<file path="config.mk">
export PLATFORM = sky130hd
export DESIGN_NAME = swr_unit
export DESIGN_NICKNAME = d
export VERILOG_FILES = /design/src/rtl/swr_pkg.sv /design/src/rtl/swr_permute.sv /design/src/rtl/swr_mix.sv /design/src/rtl/swr_out_stage.sv /design/src/rtl/swr_unit.sv
export SDC_FILE = /design/constraint.sdc
export NUM_CORES = 1
export LEC_CHECK = 0
export ABC_AREA = 1
export BUFFER_PORTS_ARGS = -buffer_cell sky130_fd_sc_hd__buf_2
export CORE_UTILIZATION = 53
export CTS_CLUSTER_DIAMETER = 100
export DETAILED_ROUTE_END_ITERATION = 8
export GPL_TIMING_DRIVEN = 0
export PLACE_DENSITY = 0.92
export SLEW_MARGIN = 10
export SYNTH_ARGS = -nofsm -noshare
export SYNTH_HDL_FRONTEND = slang
export SYNTH_SLANG_ARGS = --single-unit
</file>
<file path="constraint.sdc">
create_clock -name clk -period 1.8 [get_ports clk]
set_input_delay 0.36 -clock clk [delete_from_list [all_inputs] [get_ports clk]]
set_output_delay 0.36 -clock clk [all_outputs]
set_load 0.1 [all_outputs]
</file>
<file path="src/rtl/swr_pkg.sv">
package swr_pkg;
  localparam int NUM_LANES = 4;
  localparam int SEL_W     = 2;
  localparam int OP_W      = 3;

  typedef enum logic [OP_W-1:0] {
    OP_PASS   = 3'd0,
    OP_PERM   = 3'd1,
    OP_MIXL16 = 3'd2,
    OP_MIXR16 = 3'd3,
    OP_MIXL32 = 3'd4,
    OP_MIXR32 = 3'd5
  } swr_op_e;
endpackage

</file>
<file path="src/rtl/swr_permute.sv">
module swr_permute #(
  parameter int LANE_W = 16
) (
  input  logic [swr_pkg::NUM_LANES*LANE_W-1:0]   src,
  input  logic [swr_pkg::NUM_LANES*swr_pkg::SEL_W-1:0] sel,
  output logic [swr_pkg::NUM_LANES*LANE_W-1:0]   dst
);
  localparam int NL = swr_pkg::NUM_LANES;
  localparam int SW = swr_pkg::SEL_W;
  localparam int WW = NL * LANE_W;

  // lane 0 is the leftmost subword
  function automatic logic [LANE_W-1:0] lane_of(input logic [WW-1:0] w, input int idx);
    return w[(NL-1-idx)*LANE_W +: LANE_W];
  endfunction

  for (genvar k = 0; k < NL; k++) begin : g_lane
    logic [SW-1:0] pick;
    assign pick = sel[k*SW +: SW];
    assign dst[(NL-1-k)*LANE_W +: LANE_W] = lane_of(src, int'(pick));
  end
endmodule

</file>
<file path="src/rtl/swr_mix.sv">
module swr_mix #(
  parameter int LANE_W = 16,
  parameter int GROUP  = 1,  // lanes per interleaved group
  parameter bit RIGHT  = 0   // 0: even groups, 1: odd groups
) (
  input  logic [swr_pkg::NUM_LANES*LANE_W-1:0] a,
  input  logic [swr_pkg::NUM_LANES*LANE_W-1:0] b,
  output logic [swr_pkg::NUM_LANES*LANE_W-1:0] y
);
  localparam int NL    = swr_pkg::NUM_LANES;
  localparam int GW    = GROUP * LANE_W;
  localparam int NG    = NL / GROUP;
  localparam int WW    = NL * LANE_W;
  localparam int OFF   = RIGHT ? 1 : 0;

  function automatic logic [GW-1:0] group_of(input logic [WW-1:0] w, input int g);
    return w[(NG-1-g)*GW +: GW];
  endfunction

  for (genvar j = 0; j < NG; j++) begin : g_grp
    localparam int SRC_G = 2*(j/2) + OFF;
    if (j % 2 == 0) begin : g_from_a
      assign y[(NG-1-j)*GW +: GW] = group_of(a, SRC_G);
    end else begin : g_from_b
      assign y[(NG-1-j)*GW +: GW] = group_of(b, SRC_G);
    end
  end
endmodule

</file>
<file path="src/rtl/swr_out_stage.sv">
module swr_out_stage #(
  parameter int WW = 64
) (
  input  logic                        clk,
  input  logic                        rst_n,
  input  logic                        take,
  input  logic [swr_pkg::OP_W-1:0]    op,
  input  logic [WW-1:0]               pass_v,
  input  logic [WW-1:0]               perm_v,
  input  logic [WW-1:0]               ml16_v,
  input  logic [WW-1:0]               mr16_v,
  input  logic [WW-1:0]               ml32_v,
  input  logic [WW-1:0]               mr32_v,
  output logic                        vld_q,
  output logic [WW-1:0]               res_q
);
  import swr_pkg::*;
  logic [WW-1:0] chosen;

  always_comb begin
    case (op)
      OP_PERM:   chosen = perm_v;
      OP_MIXL16: chosen = ml16_v;
      OP_MIXR16: chosen = mr16_v;
      OP_MIXL32: chosen = ml32_v;
      OP_MIXR32: chosen = mr32_v;
      default:   chosen = pass_v;
    endcase
  end

  always_ff @(posedge clk) begin
    if (!rst_n) begin
      vld_q <= 1'b0;
      res_q <= '0;
    end else begin
      vld_q <= take;
      if (take) res_q <= chosen;
    end
  end
endmodule

</file>
<file path="src/rtl/swr_unit.sv">
module swr_unit #(
  parameter int LANE_W = 16,
  localparam int WW = swr_pkg::NUM_LANES * LANE_W,
  localparam int PS = swr_pkg::NUM_LANES * swr_pkg::SEL_W
) (
  input  logic                     clk,
  input  logic                     rst_n,
  input  logic                     in_valid,
  input  logic [swr_pkg::OP_W-1:0] opcode,
  input  logic [WW-1:0]            src_a,
  input  logic [WW-1:0]            src_b,
  input  logic [PS-1:0]            perm_sel,
  output logic                     out_valid,
  output logic [WW-1:0]            result
);
  logic [WW-1:0] perm_w;
  logic [WW-1:0] mix_w [4];

  swr_permute #(.LANE_W(LANE_W)) u_perm (
    .src(src_a), .sel(perm_sel), .dst(perm_w)
  );

  // variants: 0 L16, 1 R16, 2 L32, 3 R32
  for (genvar v = 0; v < 4; v++) begin : g_mix
    swr_mix #(.LANE_W(LANE_W), .GROUP(v/2 + 1), .RIGHT(v % 2)) u_mix (
      .a(src_a), .b(src_b), .y(mix_w[v])
    );
  end

  swr_out_stage #(.WW(WW)) u_out (
    .clk(clk), .rst_n(rst_n), .take(in_valid), .op(opcode),
    .pass_v(src_a), .perm_v(perm_w),
    .ml16_v(mix_w[0]), .mr16_v(mix_w[1]),
    .ml32_v(mix_w[2]), .mr32_v(mix_w[3]),
    .vld_q(out_valid), .res_q(result)
  );
endmodule

</file>
Word-level counts from Yosys, hierarchy flattened
Cells that the tools add are included.
{ "op_classes": {"n_addsub": 4, "n_eq_ne": 5, "shifts": 4, "muxes": 1} }
{ "op_table": {"columns": ["cell", "count"], "rows": [
  ["64-bit case mux with 5 select lines", 1],
  ["64-bit by 32-bit indexed part select with 16-bit output", 4],
  ["2-bit by 2-bit subtractor with 3-bit output, first input constant", 4],
  ["3-bit by 2-bit equality test with 1-bit output, second input constant", 2],
  ["3-bit equality test, second input constant", 2],
  ["3-bit by 1-bit equality test with 1-bit output, second input constant", 1]
]} }
{ "totals": {"regBits": 65, "input_bits": 142, "word_cells": 16} }

Depth between registers and ports, before layout
{ "depth": {"ltp_word": 3, "mapped_depth": 10} }

Hierarchy
Synthesis repeated with hierarchy kept, for this count alone.
{ "hier_totals": {"hier_cells": 2033, "hier_area_um2": 10779.1} }
{ "by_module_without_submodules": {"columns": ["module", "n_inst", "cells_each", "area_per_inst_um2", "seq_area_each_um2"], "rows": [
  ["swr_out_stage", 1, 1217, 6354.8, 1301.2],
  ["swr_permute", 1, 560, 2502.4, 0.0],
  ["swr_mix", 4, 64, 480.5, 0.0]
]} }

Least setup slack after synthesis
Ideal clock, no wire load.
{ "synth_timing": {"kind": "input port to flip-flop", "start": "input port perm_sel[5]", "end": "register u_out.res_q[21]", "arrival_time_ps": 1313, "required_time_ps": 1680, "path_slack_ps": 366, "cell_stages": 8, "cell_sequence": "clkbuf_1 -> inv_1 -> clkbuf_1 -> o211ai_1 -> nand3_1 -> nand2_1 -> nor2_1 -> nor2_1"} }
{ "synth_via": {"elab_chain_cells": 3} }
{ "synth_lines": {"columns": ["element", "line_no", "source"], "rows": [
  ["start: declaration", "swr_unit.sv:12", "input logic [PS-1:0] perm_sel,"],
  ["2-bit by 2-bit subtractor with 3-bit output", "swr_permute.sv:14", "return w[(NL-1-idx)*LANE_W +: LANE_W];"],
  ["64-bit by 32-bit indexed part select with 16-bit output", "swr_permute.sv:14", null],
  ["64-bit case mux with 5 select lines", "swr_out_stage.sv:21", "case (op)"],
  ["end signal: assignment", "swr_out_stage.sv:37", "if (take) res_q <= chosen;"],
  ["end: declaration", "swr_out_stage.sv:15", "output logic [WW-1:0] res_q"]
]} }
Every way passes these cells.
A chain may end at the register's enable or synchronous reset.

Final worst setup path
{ "layout_timing": {"start": "input port opcode[2] (netlist name)", "end": "register u_out.res_q[29]"} }
{ "layout_via": {"elab_chain_cells": 2, "elab_cells_between_ends": 6} }
{ "layout_lines": {"columns": ["element", "line_no", "source"], "rows": [
  ["start: declaration", "swr_unit.sv:9", "input logic [swr_pkg::OP_W-1:0] opcode,"],
  ["3-bit equality test (tied with other cells)", "swr_out_stage.sv:21", null],
  ["64-bit case mux with 5 select lines *", "swr_out_stage.sv:21", null]
]} }
Every way passes the cells marked *; elsewhere a longest branch is shown, timed or not.

==> metrics.txt <==
post-synth top area share=0.1975; CP startpoint kind=input port; Worst-Skew Late Latency=0.35 ns; Tcrit/Tclk final=0.9597; Net Count, Synth=about 1400; vias in the first global route=about 8500; Via density=approximately 6.1; die width=113.5 µm; Post-Synth Adder-Cell Area=0; PwrDens=729.6 nW/µm²; Setup Skew=0 ns; CP max stage delay=0.61 ns; leakage=4.329 nW; DIE HEIGHT=113.5 µm; Max FO, Critical Path=10; post-DR wirelength/cell=around 19 µm; DRC viols=0; Peak VDD IR=approximately 0.60 mV; layout cells sized above 1=0.1826; largest family of logic cells by synthesized area=simple AND/OR/NAND/NOR gates; XOR/XNOR Fraction of Synth Area=0; sequence of cells on the critical path=buf_2, buf_4, nor2_4, clkbuf_1, nand3_1, a31oi_1; Post-CTS Setup Bufs=0; Fill cells=1218; Max Cap Violations=0; RSZ-0062 raised after global routing=no; post-route ant nets=0; Post-CTS Hold Buffers=0; Arr. time, crit path=approximately 2.0 ns; worst setup margin=0.07253 ns; Data required, critical path=2.08 ns; Core Rows=40; H-tree depth=3; met2 wire length=13060 µm; global route total overflow=0; Metal-1 WL=11680 µm; mux cell area share after synthesis=0; Synth cell types=25; HPWL after detailed placement=24740 µm; FF+latch area=1301 µm²; final setup vio count=0; Port Buf Inserts=199; asr flop ratio synth=0; top cells by area, synth=dfxtp_1 20%, nand2_1 18%, a21oi_1 11%, nand3_1 9.2%, nor2_1 9.1%; Worst Path Buf+Inv=3; Root Buffer=clkbuf_16; Reg2Reg Depth=4; Top-Level Pins=approximately 210; clk sinks=65; met3 WL=4512 µm; Compound-Gate Fraction of Synth Area=0.2642; Largest delay share family, worst path=buffers and inverters; Top Metal Used=met4; Ys Warns=0; Pre-Repair DR Iteration Count=9; Tmin final=between 1.5 and 2 ns; antenna violations before repair=0; CTS buffer count=9; status=complete, no violations; number of synthesized flops with an enable pin=0; multi-input logic area=4372 µm²; Clock transition at path regs=approximately 0.06 ns; synthesized area per cell=5.257 µm²; Initial Utilization=0.5462; sequential share of the synthesized area=0.1975; CP max stage cell=clkbuf_1; CTS tree=done; Main synth FF type=dfxtp_1; DP Worst Slack=-0.3607 ns; Layout area overhead=22.81%; Critical R2R Capture=u_out.res_q[49]; largest net degree at the start of global routing=13; GP Congestion=1.029; Setup Crit Path Kind=input port to flop; relative slew slack=0.5081; post-synth top area cell=dfxtp_1; reg2reg setup slack=1.09 ns; Worst setup EP type=flop; Synth Area in Simple Gates=0.3983; Hold WC Path Type=input port to flop; gr usage total=0.4660; Syn Inst Count=1253; first-pass GRT wire length=45780 µm; register bit total from synthesis=65; worst r2r src=u_out.res_q[49]; setup TNS=0 ns; worst hold path depth=3; largest buffer count on any clock path=2; final hold vios=0; via count=slightly below 10000; fmax=0.5789 GHz; WL final=30710 µm; HP Start=src_a[28]; synthesized area=6588 µm²; # diodes=0; Core Area=12060 µm²; die area=12880 µm²; Layout Nets=1605; final slew viol count=0; Detailed Route Iter0 Violations=1409; Slew @ Worst Pin=0.7378 ns; WHS Endpoint=u_out.res_q[28]; worst hold slack=0.3229 ns
tightest hold or removal path: cells and delay by family:
family / cells / cell delay [ns]
AOI/OAI and AO/OA: 2 / 0.18
buffers and inverters: 1 / 0.09
worst max-delay path by stage:
stage	from	to	slack [ns]	depth (start not counted)
2_1_floorplan	perm_sel[5]	u_out.res_q[21]	0.37	8
4_1_cts	in_valid	u_out.res_q[25]	0.002	7
6_report	opcode[2]	u_out.res_q[29]	0.07	6
3_3_place_gp	in_valid	u_out.res_q[25]	-0.39	7
3_5_place_dp	in_valid	u_out.res_q[25]	-0.36	7
5_1_grt	in_valid	u_out.res_q[22]	0.01	6
metal layers:
metal | track usage | vias to the layer above
met5 | 0 | -
met4 | 0.2079 | 0
met3 | 0.1227 | 151
met2 | 0.7220 | 842
met1 | 0.6062 | 4386
li1 | - | 4530
state kept, by name, summed over array words and instances, names as in the netlist:
signal / flops
u_out.res_q: 64
u_out.vld_q: 1
placed cells by master (no fill, tap or decap):
| master | netlist | routed |
|---|---|---|
| clkinv_2 | 0 | 1 |
| nor2_2 | 1 | 1 |
| nand2_1 | 323 | 323 |
| nand2_2 | 3 | 3 |
| inv_2 | 5 | 6 |
| o21ai_0 | 112 | 112 |
| nand3_1 | 121 | 121 |
| nor2_1 | 160 | 159 |
| buf_1 | 3 | 2 |
| clkinvlp_4 | 0 | 4 |
| dfxtp_1 | 65 | 65 |
| clkinv_4 | 0 | 1 |
| clkbuf_1 | 59 | 55 |
| clkbuf_2 | 0 | 5 |
| clkbuf_16 | 0 | 9 |
| inv_1 | 133 | 133 |
| buf_4 | 5 | 5 |
| buf_2 | 26 | 225 |
| nand4_1 | 18 | 18 |
| nor3_1 | 3 | 3 |
| a21oi_1 | 143 | 143 |
| o211ai_1 | 28 | 28 |
| a31oi_1 | 5 | 5 |
| nand3_2 | 3 | 3 |
| o21ai_1 | 6 | 6 |
| clkbuf_8 | 0 | 1 |
| nor2_4 | 2 | 3 |
| o221ai_1 | 6 | 6 |
| o22ai_1 | 21 | 21 |
| a21oi_2 | 1 | 1 |
where the power goes:
| group | internal, mW | switching [mW] | leakage [nW] | total [mW] |
|---|---|---|---|---|
| logic | 0.595 | 2.00 | 3.66 | 2.60 |
| registers | 1.55 | 0.0548 | 0.539 | 1.61 |
| clock network | 0.969 | 0.730 | 0.127 | 1.70 |
per-stage QoR:
step           cell area [µm²]  std cells  power [mW]    util
4_1_cts                   8077       1636       5.804  0.6696
3_5_place_dp              7794       1620       4.140  0.6462
2_1_floorplan             6588       1253       3.430       -
5_1_grt                   8090       1636       6.081  0.6707
3_3_place_gp              7794       1620       4.119  0.6462
6_report                  8090       1636       5.903  0.6707
synth_stat cells, types with 18 or more instances:
cell type,number
clkbuf_1,59
o211ai_1,28
nand2_1,323
buf_2,26
o21ai_0,112
a21oi_1,143
o22ai_1,21
nor2_1,160
dfxtp_1,65
inv_1,133
nand3_1,121
nand4_1,18
area by class of cell:
| class | count | area share |
|---|---|---|
| inverters | 139 | 0.06449 |
| repair buffers | 199 | 0.1231 |
| plain buffers | 93 | 0.05026 |
| well taps | 168 | 0.02598 |
| multi-input cells | 956 | 0.5404 |
| flip-flops and latches | 65 | 0.1608 |
| clock buffers | 10 | 0.02954 |
| clock inverters | 6 | 0.005413 |
what timing repair did:
action | CTS | global route
endpoints found under the setup margin | 0 | 17
gates resized for setup | 0 | 12
hold endpoints to repair | 0 | 0
cells by family (layout without fill, tap and decap cells):
logic type | count (synthesis) | count (layout)
simple gates | 634 | 634
compound gates | 322 | 322
buf+inv | 232 | 447
flops | 65 | 65
(Power assumes the default switching activity.)
